### config.mk
export PLATFORM = sky130hd
export DESIGN_NAME = pulse_cmd_decoder
export DESIGN_NICKNAME = d
export VERILOG_FILES = /design/src/rtl/pcd_pkg.sv /design/src/rtl/pcd_level_classify.sv /design/src/rtl/pcd_sat_cnt.sv /design/src/rtl/pulse_cmd_decoder.sv
export SDC_FILE = /design/constraint.sdc
export NUM_CORES = 1
export LEC_CHECK = 0
export ABC_AREA = 1
export BUFFER_PORTS_ARGS = -buffer_cell sky130_fd_sc_hd__buf_2
export CAP_MARGIN = 25
export CORE_ASPECT_RATIO = 1.1
export CORE_UTILIZATION = 54
export DETAILED_ROUTE_END_ITERATION = 7
export PLACE_DENSITY = 0.84
export SLEW_MARGIN = 20
export SYNTH_ARGS = -nofsm -noshare
export SYNTH_HDL_FRONTEND = slang
export SYNTH_SLANG_ARGS = --single-unit
### constraint.sdc
create_clock -name clk_i -period 1.6 [get_ports clk_i]
set_clock_uncertainty 0.2 [all_clocks]
set_input_delay 0.32 -clock clk_i [delete_from_list [all_inputs] [get_ports clk_i]]
set_output_delay 0.32 -clock clk_i [all_outputs]
set_load 0.01 [all_outputs]
### src/rtl/pcd_pkg.sv
package pcd_pkg;
  typedef enum logic [2:0] {
    LV_MID,
    LV_HI,
    LV_LO,
    LV_PROG,
    LV_BAD
  } lvl_e;

  typedef enum logic [2:0] {
    ST_MID,
    ST_HI,
    ST_LO,
    ST_PROG,
    ST_HOLD
  } st_e;
endpackage

### src/rtl/pcd_level_classify.sv
module pcd_level_classify
  import pcd_pkg::*;
(
  input  logic above_hi_i,
  input  logic below_lo_i,
  input  logic above_prog_i,
  output lvl_e lvl_o
);
  always_comb begin
    if (above_hi_i && below_lo_i)  lvl_o = LV_BAD;
    else if (above_prog_i)         lvl_o = below_lo_i ? LV_BAD : LV_PROG;
    else if (above_hi_i)           lvl_o = LV_HI;
    else if (below_lo_i)           lvl_o = LV_LO;
    else                           lvl_o = LV_MID;
  end
endmodule

### src/rtl/pcd_sat_cnt.sv
module pcd_sat_cnt #(
  parameter int MAX = 1,
  parameter int W   = $clog2(MAX + 1)
) (
  input  logic         clk_i,
  input  logic         rst_ni,
  input  logic         clr_i,
  input  logic         inc_i,
  output logic [W-1:0] cnt_o
);
  always_ff @(posedge clk_i or negedge rst_ni) begin
    if (!rst_ni)                             cnt_o <= '0;
    else if (clr_i)                          cnt_o <= '0;
    else if (inc_i && cnt_o != W'(MAX))      cnt_o <= cnt_o + 1'b1;
  end

  assert_cnt_sat_R10: assert property (@(posedge clk_i) disable iff (!rst_ni)
    (cnt_o == W'(MAX) && !clr_i) |=> cnt_o == W'(MAX));
endmodule

### src/rtl/pulse_cmd_decoder.sv
module pulse_cmd_decoder
  import pcd_pkg::*;
#(
  parameter int PULSE_TICKS = 200,
  parameter int GAP_TICKS   = 10,
  parameter int PROG_TICKS  = 200
) (
  input  logic clk_i,
  input  logic rst_ni,
  input  logic en_i,
  input  logic tick_i,
  input  logic above_hi_i,
  input  logic below_lo_i,
  input  logic above_prog_i,
  output logic up_o,
  output logic down_o,
  output logic store_o
);
  localparam int EXC_MAX = (PULSE_TICKS > PROG_TICKS + 1) ? PULSE_TICKS : PROG_TICKS + 1;
  localparam int EW      = $clog2(EXC_MAX + 1);
  localparam int GW      = $clog2(GAP_TICKS + 1);

  lvl_e lvl;
  st_e  st_q, st_d;
  logic armed_q, armed_d, stored_q, stored_d;
  logic up_d, dn_d, sto_d;
  logic exc_clr, exc_inc, gap_clr, gap_inc;
  logic [EW-1:0] exc_cnt;
  logic [GW-1:0] gap_cnt;
  logic wide_ok, gap_ok, prog_hit;

  pcd_level_classify u_cls (
    .above_hi_i  (above_hi_i),
    .below_lo_i  (below_lo_i),
    .above_prog_i(above_prog_i),
    .lvl_o       (lvl)
  );

  // one counter serves every excursion kind; only one is ever open
  pcd_sat_cnt #(.MAX(EXC_MAX), .W(EW)) u_exc_cnt (
    .clk_i (clk_i),
    .rst_ni(rst_ni),
    .clr_i (exc_clr),
    .inc_i (exc_inc),
    .cnt_o (exc_cnt)
  );

  pcd_sat_cnt #(.MAX(GAP_TICKS), .W(GW)) u_gap_cnt (
    .clk_i (clk_i),
    .rst_ni(rst_ni),
    .clr_i (gap_clr),
    .inc_i (gap_inc),
    .cnt_o (gap_cnt)
  );

  assign wide_ok  = exc_cnt >= EW'(PULSE_TICKS);
  assign gap_ok   = gap_cnt == GW'(GAP_TICKS);
  assign prog_hit = exc_cnt == EW'(PROG_TICKS);

  assign gap_inc = en_i && tick_i && st_q == ST_MID && lvl == LV_MID;
  assign gap_clr = !en_i || st_q != ST_MID || lvl != LV_MID;

  always_comb begin
    st_d     = st_q;
    armed_d  = armed_q;
    stored_d = stored_q;
    up_d     = 1'b0;
    dn_d     = 1'b0;
    sto_d    = 1'b0;
    exc_clr  = 1'b0;
    exc_inc  = 1'b0;
    unique case (st_q)
      ST_MID: begin
        unique case (lvl)
          LV_HI:   begin st_d = ST_HI; armed_d = gap_ok; exc_clr = 1'b1; end
          LV_LO:   begin st_d = ST_LO; armed_d = gap_ok; exc_clr = 1'b1; end
          LV_PROG: begin st_d = ST_PROG; stored_d = 1'b0; exc_clr = 1'b1; end
          LV_BAD:  st_d = ST_HOLD;
          default: ;
        endcase
      end
      ST_HI: begin
        unique case (lvl)
          LV_HI:   exc_inc = tick_i;
          LV_MID:  begin st_d = ST_MID; dn_d = armed_q && wide_ok; end
          LV_PROG: begin st_d = ST_PROG; stored_d = 1'b0; exc_clr = 1'b1; end
          default: st_d = ST_HOLD;
        endcase
      end
      ST_LO: begin
        unique case (lvl)
          LV_LO:   exc_inc = tick_i;
          LV_MID:  begin st_d = ST_MID; up_d = armed_q && wide_ok; end
          default: st_d = ST_HOLD;
        endcase
      end
      ST_PROG: begin
        unique case (lvl)
          LV_PROG: begin
            exc_inc = tick_i;
            if (tick_i && prog_hit && !stored_q) begin
              sto_d    = 1'b1;
              stored_d = 1'b1;
            end
          end
          LV_HI:   ;                  // falling back through high: consumed
          LV_MID:  st_d = ST_MID;
          default: st_d = ST_HOLD;
        endcase
      end
      ST_HOLD: if (lvl == LV_MID) st_d = ST_MID;
      default: st_d = ST_MID;
    endcase
    if (!en_i) begin
      st_d     = ST_MID;
      armed_d  = 1'b0;
      stored_d = 1'b0;
      up_d     = 1'b0;
      dn_d     = 1'b0;
      sto_d    = 1'b0;
      exc_clr  = 1'b1;
      exc_inc  = 1'b0;
    end
  end

  always_ff @(posedge clk_i or negedge rst_ni) begin
    if (!rst_ni) begin
      st_q     <= ST_MID;
      armed_q  <= 1'b0;
      stored_q <= 1'b0;
      up_o     <= 1'b0;
      down_o   <= 1'b0;
      store_o  <= 1'b0;
    end else begin
      st_q     <= st_d;
      armed_q  <= armed_d;
      stored_q <= stored_d;
      up_o     <= up_d;
      down_o   <= dn_d;
      store_o  <= sto_d;
    end
  end

  assert_one_cmd_R2: assert property (@(posedge clk_i) disable iff (!rst_ni)
    $onehot0({up_o, down_o, store_o}));

  assert_strobe_width_R2: assert property (@(posedge clk_i) disable iff (!rst_ni)
    (up_o || down_o) |=> !(up_o || down_o));

  assert_down_trail_R1: assert property (@(posedge clk_i) disable iff (!rst_ni)
    down_o |-> ($past(!above_hi_i && !below_lo_i && !above_prog_i) && $past(st_q == ST_HI)));

  assert_up_trail_R1: assert property (@(posedge clk_i) disable iff (!rst_ni)
    up_o |-> ($past(!above_hi_i && !below_lo_i && !above_prog_i) && $past(st_q == ST_LO)));

  assert_store_level_R5: assert property (@(posedge clk_i) disable iff (!rst_ni)
    store_o |-> $past(above_prog_i && tick_i));

  assert_hold_quiet_R7: assert property (@(posedge clk_i) disable iff (!rst_ni)
    (st_q == ST_HOLD) |=> !(up_o || down_o || store_o));

  assert_en_quiet_R8: assert property (@(posedge clk_i) disable iff (!rst_ni)
    !en_i |=> !(up_o || down_o || store_o));
endmodule

==> impl_metrics.ini <==
[run_status]
outcome = finished, final reports clean

[synth]
synth_cell_types = 22
synth_cells = 234
postSynthNetCount = 246
synth_seq_cells = 20
synth_top_family_by_area = simple AND/OR/NAND/NOR gates
yosysSeqAreaShare_pct = 32.9
yosysWarnings = 0
synth.area.mux_share_pct = 0
synth_compound_gate_area_share_pct = 5.51
yosys.area_share.adder_pct = 4.11
synth-xor-area-share_pct = 1.73
simple_gate_area_share_of_the_yosys_netlist_pct = 46.9
synth_area_um2 = 1520
syn-mean-instance-area_um2 = 6.50

[setup_path]
crit_type = reg -> reg
worstSetupEndpointType = register
worst_path_dominant_cell_family = simple AND/OR/NAND/NOR gates
critical_path.max_fanout = 6
timing.critical_path.cells = inv_2, nand2_1, nor2_4, nand2_4, buf_4, a21oi_1, nand2_1, nand2_1
critPathMostFrequentCell = sky130_fd_sc_hd__nand2_1
cp.required_ns = 1.64
cp_data_arrival_time_ns = 1.63
cp-start-kind = register
max_stage_delay_ns = 0.48
critical-path-slowest-cell = sky130_fd_sc_hd__dfrtp_2
timing.critical_path.buf_inv = 2

[timing]
timing.max_slew.rel_slack_pct = 70.1
f_max_mhz = 631
setup-violations-final = 0
fin_ws_ns = 0.0145
unrepaired_setup_endpoints_after_global_routing = true
fin_tns_setup_ns = 0
finalWorstPathRequiredPeriod_ns = 1.59
timing.final.crit_share_pct = 99.1
final.hold.worst_slack_ns = 0.215
finalMaxSlewViolations = 0
tightestPinTransition_ns = 0.449
final_hold_viol_count = 0

[detailed_routing]
drt_pass1_iterations = 4
post-route-drc-count = 0
drtIter0Drc = 56
antenna_violating_nets_post_route = 0
total_length_of_routed_wires_um = 3600
detail_route.wl_per_cell_um = 12.4
vias_per_instance = 5.32
total_via_count_in_the_routed_design = 1548

[die]
design.die.area_um2 = 3030
chipHeight_um = 57.7
coreArea_um2 = 2590
std_cell_rows = 19
ioPinCount = 10
initial_utilization_pct = 58.7
fp.dieW_um = 52.6

[job]
cap_viol_max_count = 0

[pwr]
ir_drop_mv = 0.842
cell_internal_pwr_mw = 1.03
sw_frac_of_total_pct = 43.9
combinationalPowerShare_pct = 47.4
totalPowerFinal_mw = 1.84
power-per-cell-area_nw_per_um2 = 1030
clkPwrFrac_pct = 16.3
power_switching_mw = 0.810
seq_power_share_pct = 36.3
power.static_leakage_nw = 0.975

[global_routing]
grt_util_all_layers_pct = 26.5
grt_start_max_net_pins = 21
grt_pass1_vias = 1455
antenna_violations_before_repair = 0
grt_overflow = 0
globalRoute.busiestLayer = met2
gr-usage-met1_pct = 33.4
groute.layer.met2.usage_pct = 43.6
gr-usage-met3_pct = 3.94
grt_pass1_wl_um = 5950

[placed_design]
post-place-ws_ns = -0.0127
placedCellCount = 284
port_buffers = 9
place_area_um2 = 1680
detailedPlacementHpwl_um = 2570
routabilityCongestion = 0.901

[layout]
fraction_of_final_layout_cells_with_drive_strength_greater_than_1_pct = 22.3
finalNonFillerCells = 291
final_util_pct = 68.9
mostFrequentLayoutCells = sky130_fd_sc_hd__nand2_1, sky130_fd_sc_hd__nor2_1, sky130_fd_sc_hd__nand3_1, sky130_fd_sc_hd__inv_1, sky130_fd_sc_hd__dfrtp_1
final_cell_area_excluding_filler_cells_um2 = 1780
insertedDiodeCount = 0
nFillCells = 208
areaGrowthSynthToFinish_pct = 17.3
num-nets-final = 273
layout_commonest_cell = sky130_fd_sc_hd__nand2_1

[cts]
cts.path.max_buffers = 2
tritoncts = yes
clk-insertion-delay-late_ns = 0.31
cts-buffers-inserted = 3
clock_pin_slew_on_the_worst_setup_and_hold_paths_ns = 0.11
clock_sinks = 20
htree_num_levels = 1
clock_tree.root_cell = sky130_fd_sc_hd__clkbuf_4

[hold_path]
hold_path.class = in -> reg
power groups by stage:
stage,clock (mW),sequential (mW),combinational (mW)
5_1_grt,0.324,0.682,0.985
4_1_cts,0.311,0.650,0.768
3_5_place_dp,0,0.656,0.759
2_1_floorplan,0,0.645,0.548
6_report,0.300,0.669,0.873
3_3_place_gp,0,0.652,0.740
worst min-delay path: cells and delay by family:
kind | cells | cell delay (ns)
and+or+nand+nor | 3 | 0.20
buffers and inverters | 2 | 0.16
cells in the mapped netlist (all sizes together):
master  instances  area (um2)
nand2          75         319
inv            31         116
xnor2           1        8.76
ha              5        62.6
nor3            1        5.00
a21oi           7        46.3
nand3          29         145
o21ai           6        30.0
nand4           4        25.0
buf             1        5.00
nor2           50         219
xor2            2        17.5
o21bai          1        7.51
clkbuf          1        13.8
dfrtp          20         500
registers in the layout (all words and copies together), names as in the netlist:
| name | flops |
|---|---|
| down_o | 1 |
| store_o | 1 |
| st_q | 3 |
| u_gap_cnt.cnt_o | 4 |
| armed_q | 1 |
| u_exc_cnt.cnt_o | 8 |
| up_o | 1 |
| stored_q | 1 |
kinds of logic (layout without fill, tap and decap cells):
| logic type | after synthesis | count (layout) |
|---|---|---|
| flip-flops | 20 | 20 |
| adder cells (fa/ha/maj) | 5 | 5 |
| XOR/XNOR | 3 | 3 |
| AO/OA/AOI/OAI | 14 | 14 |
| AND/OR/NAND/NOR | 159 | 159 |
| buffers and inverters | 33 | 59 |
per-layer routing:
layer | share of wire (%) | routed length (um)
met1 | 44 | 1580
met2 | 49 | 1780
met3 | 4.1 | 149
met4 | 2.3 | 83
met5 | 0 | 0
final cells by class:
cell class | count | area [um2] | area share, %
Sequential cell | 20 | 505 | 28.3
Tap cell | 31 | 38.8 | 2.17
Multi-Input combinational cell | 181 | 927 | 52.0
Inverter | 31 | 116 | 6.52
Clock buffer | 4 | 36.3 | 2.03
Timing Repair Buffer | 24 | 160 | 8.98
worst paths after layout:
check | end | slack, ns | cells after the start | from
setup reg to reg | st_q[0]$_DFFE_PN0P_ | 0.01 | 8 | st_q[2]$_DFFE_PN0P_
hold reg to reg | stored_q$_DFFE_PN0P_ | 0.29 | 2 | stored_q$_DFFE_PN0P_
hold / removal | store_o$_DFF_PN0_ | 0.22 | 5 | tick_i
setup / recovery | st_q[0]$_DFFE_PN0P_ | 0.01 | 8 | st_q[2]$_DFFE_PN0P_
min in group asynchronous | u_exc_cnt.cnt_o[6]$_DFFE_PN0P_ | 0.27 | 2 | rst_ni
max in group asynchronous | st_q[2]$_DFFE_PN0P_ | 0.59 | 2 | rst_ni
what timing repair did:
action / 4_1_cts / 5_1_grt
hold buffers: 1 / 0
hold endpoints to repair: 20 / 0
endpoints found under the setup margin: 8 / 16
pin swaps: 0 / 5
setup buffers: 0 / 2
resized for setup: 1 / 16
Note: power is estimated with default switching activity, not from simulation.
